===== src/rtl/flash_cmd_pkg.sv =====
package flash_cmd_pkg;

    typedef enum logic [2:0] {
        SEQ_IDLE  = 3'd0,
        SEQ_U1    = 3'd1,
        SEQ_U2    = 3'd2,
        SEQ_ES    = 3'd3,
        SEQ_ES_U1 = 3'd4,
        SEQ_ES_U2 = 3'd5
    } seq_state_t;

    typedef enum logic {
        MODE_ARRAY = 1'b0,
        MODE_ID    = 1'b1
    } rd_mode_t;

    localparam int ADDR_KEY_A = 'h555;
    localparam int ADDR_KEY_B = 'h2AA;

    localparam logic [7:0] DAT_KEY_A   = 8'hAA;
    localparam logic [7:0] DAT_KEY_B   = 8'h55;
    localparam logic [7:0] CMD_RESET   = 8'hF0;
    localparam logic [7:0] CMD_IDENT   = 8'h90;
    localparam logic [7:0] CMD_SETUP   = 8'h80;
    localparam logic [7:0] CMD_CHIP    = 8'h10;

    localparam logic [7:0] CODE_MFR     = 8'hC2;
    localparam logic [7:0] CODE_DEV_TOP = 8'h36;
    localparam logic [7:0] CODE_DEV_BOT = 8'h37;

endpackage


===== src/rtl/wr_strobe_detect.sv =====
module wr_strobe_detect (
    input  logic clk,
    input  logic rst_n,
    input  logic we_in,
    output logic we_rise
);
    logic we_q;

    always_ff @(posedge clk) begin
        if (!rst_n) begin
            we_q <= 1'b0;
        end else begin
            we_q <= we_in;
        end
    end

    assign we_rise = we_in && !we_q;
endmodule


===== src/rtl/cmd_seq_fsm.sv =====
module cmd_seq_fsm
    import flash_cmd_pkg::*;
#(
    parameter int CMD_ADDR_W = 11
) (
    input  logic                  clk,
    input  logic                  rst_n,
    input  logic                  wr_fire,
    input  logic [CMD_ADDR_W-1:0] wr_addr,
    input  logic [7:0]            wr_data,
    input  logic                  busy,
    output seq_state_t            seq_state,
    output rd_mode_t              mode,
    output logic                  start_pulse,
    output logic                  abort_pulse
);
    localparam logic [CMD_ADDR_W-1:0] KEY_A = CMD_ADDR_W'(ADDR_KEY_A);
    localparam logic [CMD_ADDR_W-1:0] KEY_B = CMD_ADDR_W'(ADDR_KEY_B);

    seq_state_t seq_q, seq_d;
    rd_mode_t   mode_q, mode_d;
    logic       start_d, abort_d;
    logic       is_reset, at_a, at_b;

    assign is_reset = (wr_data == CMD_RESET);
    assign at_a     = (wr_addr == KEY_A);
    assign at_b     = (wr_addr == KEY_B);

    // next-state decode
    always_comb begin
        seq_d   = seq_q;
        mode_d  = mode_q;
        start_d = 1'b0;
        abort_d = 1'b0;
        if (wr_fire) begin
            if (is_reset) begin
                seq_d   = SEQ_IDLE;
                mode_d  = MODE_ARRAY;
                abort_d = busy;
            end else if (!busy) begin
                // default outcome of any write: sequence broken
                seq_d  = SEQ_IDLE;
                mode_d = MODE_ARRAY;
                unique case (seq_q)
                    SEQ_IDLE: begin
                        if (at_a && wr_data == DAT_KEY_A) begin
                            seq_d  = SEQ_U1;
                            mode_d = mode_q;
                        end
                    end
                    SEQ_U1: begin
                        if (at_b && wr_data == DAT_KEY_B) begin
                            seq_d  = SEQ_U2;
                            mode_d = mode_q;
                        end
                    end
                    SEQ_U2: begin
                        if (at_a && wr_data == CMD_IDENT) begin
                            seq_d  = SEQ_IDLE;
                            mode_d = MODE_ID;
                        end else if (at_a && wr_data == CMD_SETUP) begin
                            seq_d  = SEQ_ES;
                            mode_d = mode_q;
                        end
                    end
                    SEQ_ES: begin
                        if (at_a && wr_data == DAT_KEY_A) begin
                            seq_d  = SEQ_ES_U1;
                            mode_d = mode_q;
                        end
                    end
                    SEQ_ES_U1: begin
                        if (at_b && wr_data == DAT_KEY_B) begin
                            seq_d  = SEQ_ES_U2;
                            mode_d = mode_q;
                        end
                    end
                    SEQ_ES_U2: begin
                        if (at_a && wr_data == CMD_CHIP) begin
                            start_d = 1'b1;
                        end
                    end
                    default: begin
                        seq_d  = SEQ_IDLE;
                        mode_d = MODE_ARRAY;
                    end
                endcase
            end
        end
    end

    // state register
    always_ff @(posedge clk) begin
        if (!rst_n) begin
            seq_q  <= SEQ_IDLE;
            mode_q <= MODE_ARRAY;
        end else begin
            seq_q  <= seq_d;
            mode_q <= mode_d;
        end
    end

    // output register
    always_ff @(posedge clk) begin
        if (!rst_n) begin
            start_pulse <= 1'b0;
            abort_pulse <= 1'b0;
        end else begin
            start_pulse <= start_d;
            abort_pulse <= abort_d;
        end
    end

    assign seq_state = seq_q;
    assign mode      = mode_q;
endmodule


===== src/rtl/id_read_mux.sv =====
module id_read_mux
    import flash_cmd_pkg::*;
#(
    parameter bit BOTTOM_BOOT = 1'b0
) (
    input  rd_mode_t   mode,
    input  logic [1:0] addr_lo,
    input  logic       prot,
    input  logic [7:0] array_rdata,
    output logic [7:0] rd_data
);
    logic [7:0] dev_code;
    logic [7:0] id_byte;

    generate
        if (BOTTOM_BOOT) begin : g_bottom
            assign dev_code = CODE_DEV_BOT;
        end else begin : g_top
            assign dev_code = CODE_DEV_TOP;
        end
    endgenerate

    always_comb begin
        unique case (addr_lo)
            2'b00:   id_byte = CODE_MFR;
            2'b01:   id_byte = dev_code;
            2'b10:   id_byte = {7'b0, prot};
            default: id_byte = 8'h00;
        endcase
    end

    assign rd_data = (mode == MODE_ID) ? id_byte : array_rdata;
endmodule


===== src/rtl/flash_cmd_decoder.sv =====
module flash_cmd_decoder
    import flash_cmd_pkg::*;
#(
    parameter int CMD_ADDR_W  = 11,
    parameter bit BOTTOM_BOOT = 1'b0
) (
    input  logic                  clk,
    input  logic                  rst_n,
    input  logic [CMD_ADDR_W-1:0] bus_addr,
    input  logic [7:0]            bus_wdata,
    input  logic                  bus_we,
    input  logic [7:0]            array_rdata,
    input  logic                  region_prot,
    input  logic                  erase_busy,
    output logic [7:0]            rd_data,
    output logic                  id_mode,
    output logic                  erase_start,
    output logic                  op_abort
);
    logic       wr_fire;
    seq_state_t seq_q;
    rd_mode_t   mode_q;

    wr_strobe_detect u_strobe (
        .clk     (clk),
        .rst_n   (rst_n),
        .we_in   (bus_we),
        .we_rise (wr_fire)
    );

    cmd_seq_fsm #(
        .CMD_ADDR_W (CMD_ADDR_W)
    ) u_fsm (
        .clk         (clk),
        .rst_n       (rst_n),
        .wr_fire     (wr_fire),
        .wr_addr     (bus_addr),
        .wr_data     (bus_wdata),
        .busy        (erase_busy),
        .seq_state   (seq_q),
        .mode        (mode_q),
        .start_pulse (erase_start),
        .abort_pulse (op_abort)
    );

    id_read_mux #(
        .BOTTOM_BOOT (BOTTOM_BOOT)
    ) u_mux (
        .mode        (mode_q),
        .addr_lo     (bus_addr[1:0]),
        .prot        (region_prot),
        .array_rdata (array_rdata),
        .rd_data     (rd_data)
    );

    assign id_mode = (mode_q == MODE_ID);
endmodule


===== config.mk =====
export PLATFORM = sky130hd
export DESIGN_NAME = flash_cmd_decoder
export DESIGN_NICKNAME = d
export VERILOG_FILES = /design/src/rtl/flash_cmd_pkg.sv /design/src/rtl/wr_strobe_detect.sv /design/src/rtl/cmd_seq_fsm.sv /design/src/rtl/id_read_mux.sv /design/src/rtl/flash_cmd_decoder.sv
export SDC_FILE = /design/constraint.sdc
export NUM_CORES = 1
export LEC_CHECK = 0
export BUFFER_PORTS_ARGS = -buffer_cell sky130_fd_sc_hd__buf_2
export CORE_UTILIZATION = 36
export DETAILED_ROUTE_END_ITERATION = 10
export HOLD_SLACK_MARGIN = 0.08
export PLACE_DENSITY_LB_ADDON = 0.12
export SETUP_SLACK_MARGIN = 0.05
export SLEW_MARGIN = 20
export SYNTH_ARGS = -nofsm -noshare
export SYNTH_HDL_FRONTEND = slang
export SYNTH_SLANG_ARGS = --single-unit

===== constraint.sdc =====
create_clock -name clk -period 1.2 [get_ports clk]
set_input_delay 0 -clock clk [delete_from_list [all_inputs] [get_ports clk]]
set_output_delay 0 -clock clk [all_outputs]
set_load 0.005 [all_outputs]

=== Word-level counts from Yosys, hierarchy flattened ===
Index checks and enable logic that the tools add are counted.

* Register bits: 7
* Input port bits: 32
* Output and inout port bits: 11
* Logic and storage cells: 61

* Eq/ne operators: 19
* Mux-type cells: 19
* Bitwise logic cells: 3
* Reductions and logical operators: 15

{| class="wikitable"
|+ Operator list
! cell !! number
|-
| $eq A8 B8 Y1 const B || 4
|-
| $pmux W8 S3 || 1
|-
| $mux W3 || 5
|-
| $pmux W3 S5 || 1
|-
| $eq A11 B10 Y1 const B || 1
|-
| $eq A11 B11 Y1 const B || 1
|-
| $eq A8 B5 Y1 const B || 1
|-
| $eq A8 B7 Y1 const B || 1
|-
| $mux W1 || 8
|-
| $mux W8 || 1
|-
| $eq A3 B2 Y1 const B || 2
|-
| $eq A3 B3 Y1 const B || 2
|-
| $logic_and A1 B1 Y1 || 6
|-
| $ne A3 B2 Y1 const B || 2
|-
| $reduce_and A5 Y1 || 1
|-
| $reduce_or A5 Y1 || 1
|-
| $mux W2 || 2
|-
| $ne A4 B2 Y1 const B || 1
|-
| $reduce_or A2 Y1 || 2
|-
| $eq A3 B1 Y1 const B || 1
|-
| $logic_not A3 Y1 || 1
|-
| $not A1 Y1 || 3
|-
| $pmux W1 S3 || 1
|-
| $reduce_and A3 Y1 || 1
|-
| other kinds (6) || 6
|}

=== Logic depth before layout (Yosys ltp) ===
* Depth after elaboration: 7
* Mapped depth: 5
* Gate-level depth less buffers: 5

=== Hierarchy ===
A second synthesis with hierarchy kept.

* Cells, all modules: 83
* Area, all modules: 678.2 um^2

{| class="wikitable"
|+ Modules (own cells, without submodules)
! module !! instances !! cells each !! area each (um^2) !! sequential area each (um^2)
|-
| cmd_seq_fsm || 1 || 61 || 510.5 || 120.1
|-
| id_read_mux || 1 || 19 || 127.6 || 0.0
|-
| wr_strobe_detect || 1 || 3 || 40.0 || 20.0
|}

=== Least setup slack after synthesis ===
No wires, ideal clock.

* Kind: flip-flop to flip-flop
* Start: reg u_fsm.seq_q[2], in the netlist u_fsm.seq_state[2]
* End: reg u_fsm.mode_q, in the netlist u_fsm.mode
* Library setup time: 0.072 ns
* Data arrival time: 1.203 ns
* Required time: 1.128 ns
* Setup slack: -0.075 ns
* Cell stages (with the launch flop): 6
* Buffers on the path: 0
* Period minus slack after synthesis: 1.275 ns
* Cells stage by stage: dfxtp_1 > and4bb_1 > nand4b_1 > a21oi_1 > o31ai_1 > mux2i_1

* Word-level cells in the longest chain between the ends: 5
* Elaborated cells between the ends (all ways): 14
* Classes of those cells: eq/ne (7); mux (3); reduce/logical (4)

{| class="wikitable"
|+ Ends and longest elaborated chain
! item !! line !! text
|-
| start: declaration || cmd_seq_fsm.sv:20 || <nowiki>seq_state_t seq_q, seq_d;</nowiki>
|-
| start signal: assignment || cmd_seq_fsm.sv:98 || <nowiki>seq_q <= seq_d;</nowiki>
|-
| $eq A3 B1 Y1 (tied with other cells) || cmd_seq_fsm.sv:44 || <nowiki>unique case (seq_q)</nowiki>
|-
| $reduce_or A2 Y1 (no line) || - ||
|-
| $pmux W1 S3 || cmd_seq_fsm.sv:44 ||
|-
| $mux W1 || cmd_seq_fsm.sv:40 || <nowiki>end else if (!busy) begin</nowiki>
|-
| $mux W1 || cmd_seq_fsm.sv:36 || <nowiki>if (is_reset) begin</nowiki>
|-
| end signal: assignment || cmd_seq_fsm.sv:99 || <nowiki>mode_q <= mode_d;</nowiki>
|-
| end: declaration || cmd_seq_fsm.sv:21 || <nowiki>rd_mode_t mode_q, mode_d;</nowiki>
|}

Parallel ways exist; a longest one is shown, timed or not. The select of a mux whose other input is x is not followed.
A chain may end at the register's enable or synchronous reset.

=== Worst setup path after layout ===
* Start: reg u_fsm.seq_q[2], in the netlist u_fsm.seq_state[2]
* End: reg u_fsm.seq_q[1], in the netlist u_fsm.seq_state[1]

* Word-level cells in the longest chain between the ends: 4
* Elaborated cells between the ends (all ways): 8
* Classes of those cells: eq/ne (4); mux (3); reduce/logical (1)

{| class="wikitable"
|+ Ends and longest elaborated chain
! item !! line
|-
| $eq A3 B3 Y1 (tied with other cells) || cmd_seq_fsm.sv:44
|-
| $pmux W3 S5 * || cmd_seq_fsm.sv:44
|-
| $mux W3 * || cmd_seq_fsm.sv:40
|-
| $mux W3 * || cmd_seq_fsm.sv:36
|}

Every way passes the cells marked *; elsewhere a longest branch is shown, timed or not. The select of a mux whose other input is x is not followed.

==> results.md <==
- Worst slew pin tran: 361 ps
- Status: complete, but fails checks
- CP max stage delay: 350 ps
- Row Count: 14
- DR iter-0 viols: 21
- Sequential area share after synthesis: 0.221
- Drt wl/cell: 11.4 µm
- Unrepaired setup endpoints after global routing: true
- Port bufs: 42
- Pin count of the biggest net entering global routing: 14
- Fin area: 0.00106 mm²
- Period utilisation layout: 1.06
- Final Hold Fails: 0
- Share of cells above drive strength 1: 0.497
- Placed Instance Area: 965 µm²
- Mapped cell area: 634 µm²
- Clk_skew: 1.41 ps
- Worst Hold End: u_fsm.start_pulse
- Synth Net Count: 115
- Chip height: 44.0 µm
- Slowest CP cell: dfxtp_4
- # setup viols final: 3
- Ant. Diodes: 0
- Total chip power: 0.601 mW
- Dpl cells: 153
- Via density: 5.22
- CTS Sinks: 7
- Worst-Skew Late Latency: 240 ps
- H-Tree Depth: 1
- Core ar.: 0.00158 mm²
- Total GRT Usage: 0.201
- Crit. End Element: flop
- Post-DRT Antenna Nets: 0
- Critical R2R Launch: u_fsm.seq_state[2]
- Vias in the first global route: 804
- Yosys cell types: 33
- Total grt overflow: 0
- Finished Layout Cells: 161
- Failing checks: DRC, setup timing
- Placer Congestion: 0.938
- Mean Syn Cell Area: 7.64 µm²
- TritonRoute pass-1 iters: 7
- Post-Syn Instances: 83
- Reg-to-reg endpoint: u_fsm.seq_state[1]
- Maximum vdd drop: 771 µV
- Hold Startpoint: erase_busy
- Die Width: 44.0 µm
- WHS Path Cells: 3
- Global-route wire length before repair: 3.04 mm
- Max-slew violation count: 0
- TritonCTS clock tree: built
- DRC Markers: 7
- Setup WS post-layout: -69.5 ps
- Maximum fanout along the worst path: 6
- Commonest cells after routing, fill and taps aside: buf_2 (42), buf_4 (14), nand2_1 (9)
- Fin nets: 178
- Max clock buf depth: 2
- Leak pwr: 0.502 nW
- TritonCTS Buffers: 3
- Commonest non-fill, non-tap cell in the layout: buf_2
- CP required: 1370 ps
- Initial antenna violation count: 0
- Worst hold path type: input port to flop
- Reg clk slew, reported paths: 50 ps
- Hpwl dp: 1.50 mm
- Ports: 43
- Root buffer cell: clkbuf_4
- CP startpoint kind: flop
- PD cells: 569 mW/mm²
- Yosys reg bits: 7
- Initial core utilization: 0.402
- CP cell instances: and4bb_1 -> buf_4 -> nand2b_4 -> nor3_2 -> o21ai_1 -> a21boi_1
- Arr. time, crit path: 1440 ps
- WS Path Type: flop to flop
- Total vias in the final route: 841
- Slew margin rel.: 0.759
- F_max: 788 MHz
- Fin Setup TNS: -189 ps
- Full die area: 0.00193 mm²
- Reg2reg setup slack: -70 ps
- Synth warn: 0
- Final WL: 1.84 mm
- Layout area overhead: 66.5%
- Max-cap violations: 0
- Shortest period the worst path allows: 1270 ps
- R2R cell count: 6
[layout make-up]
| class | instances | area, µm² |
|---|---|---|
| repair buffers | 59 | 345 |
| inverters | 7 | 26.3 |
| fillers | 146 | 520 |
| flip-flops and latches | 7 | 145 |
| clock buffers | 4 | 26.3 |
| well taps | 16 | 20.0 |
| multi-input cells | 68 | 493 |
[synthesized netlist by cell type (all sizes together)]
library cell  count  area [µm²]
nand2             9        33.8
o21ai             8        40.0
dfxtp             7         140
inv               7        26.3
nor3              6        30.0
and4bb            5        62.6
nand2b            4        25.0
nand4b            4        41.3
nor2              4        15.0
nor2b             3        18.8
a21boi            2        15.0
and3              2        12.5
nand3             2        10.0
nand3b            2        15.0
nor4b             2        23.8
o22ai             2        12.5
o31ai             2        15.0
a21o              1        7.51
a21oi             1        5.00
a22oi             1        7.51
and2              1        6.26
and3b             1        8.76
and4b             1        10.0
clkbuf            1        3.75
mux2i             1        10.0
nand4             1        6.26
nor4bb            1        10.0
o32ai             1        16.3
or2               1        6.26
[logic make-up (layout without fill, tap and decap cells)]
logic type             count (synthesis)  after routing  share of synthesized area
AO/OA/AOI/OAI                         18             18                      0.187
buffers and inverters                  8             70                     0.0473
flip-flops                             7              7                      0.221
multiplexers                           1              1                     0.0158
AND/OR/NAND/NOR                       49             49                      0.529
[metal layers]
| metal | wire, µm | track usage |
|---|---|---|
| met5 | 0 | 0 |
| met4 | 0 | 0.0303 |
| met3 | 141 | 0.0250 |
| met2 | 876 | 0.397 |
| met1 | 823 | 0.232 |
[metrics by stage]
stage	util	hold WS, ps	setup WS (ps)
floorplan	-	53.3	-54.4
global placement	0.612	254	-94.1
detailed placement	0.612	256	-122
CTS	0.660	95.9	-56.6
global route	0.670	119	-170
finish	0.670	108	-69.5
[flip-flops by register name, indices dropped and copies added, names as in the netlist]
name and cells:
u_strobe.we_q 1, u_fsm.abort_pulse 1, u_fsm.start_pulse 1, u_fsm.seq_state 3, u_fsm.mode 1
[power breakdown]
group | internal, mW | switching (mW)
Clock | 0.126 | 0.0797
Sequential | 0.232 | 0.000663
Combinational | 0.0983 | 0.0635
Total | 0.457 | 0.144
[critical path: cells and delay by family (launching register included)]
| kind | cells | cell delay, ps |
|---|---|---|
| simple gates | 3 | 470 |
| flops | 1 | 350 |
| compound gates | 2 | 230 |
| buf+inv | 1 | 140 |
[worst max-delay path by stage]
| stage | from | slack (ps) | cells after the start | end |
|---|---|---|---|---|
| after floorplan | u_fsm.seq_state[0] | -50 | 5 | u_fsm.mode |
| after global placement | u_fsm.seq_state[0] | -90 | 5 | u_fsm.mode |
| after detailed placement | u_fsm.seq_state[0] | -120 | 5 | u_fsm.mode |
| after CTS | u_fsm.seq_state[2] | -60 | 6 | u_fsm.seq_state[1] |
| after global routing | u_fsm.seq_state[1] | -170 | 5 | u_fsm.mode |
| final | u_fsm.seq_state[2] | -70 | 6 | u_fsm.seq_state[1] |
[repair_timing]
| item | in CTS | in global routing |
|---|---|---|
| hold endpoints to repair | 6 | 0 |
| gates resized for setup | 4 | 3 |
| hold buffers | 3 | 0 |
| gates cloned | 0 | 0 |
| setup endpoints to repair | 8 | 11 |
| setup buffers | 1 | 0 |
| pin swaps | 7 | 2 |
No activity file was read; power rests on OpenSTA's default activity.
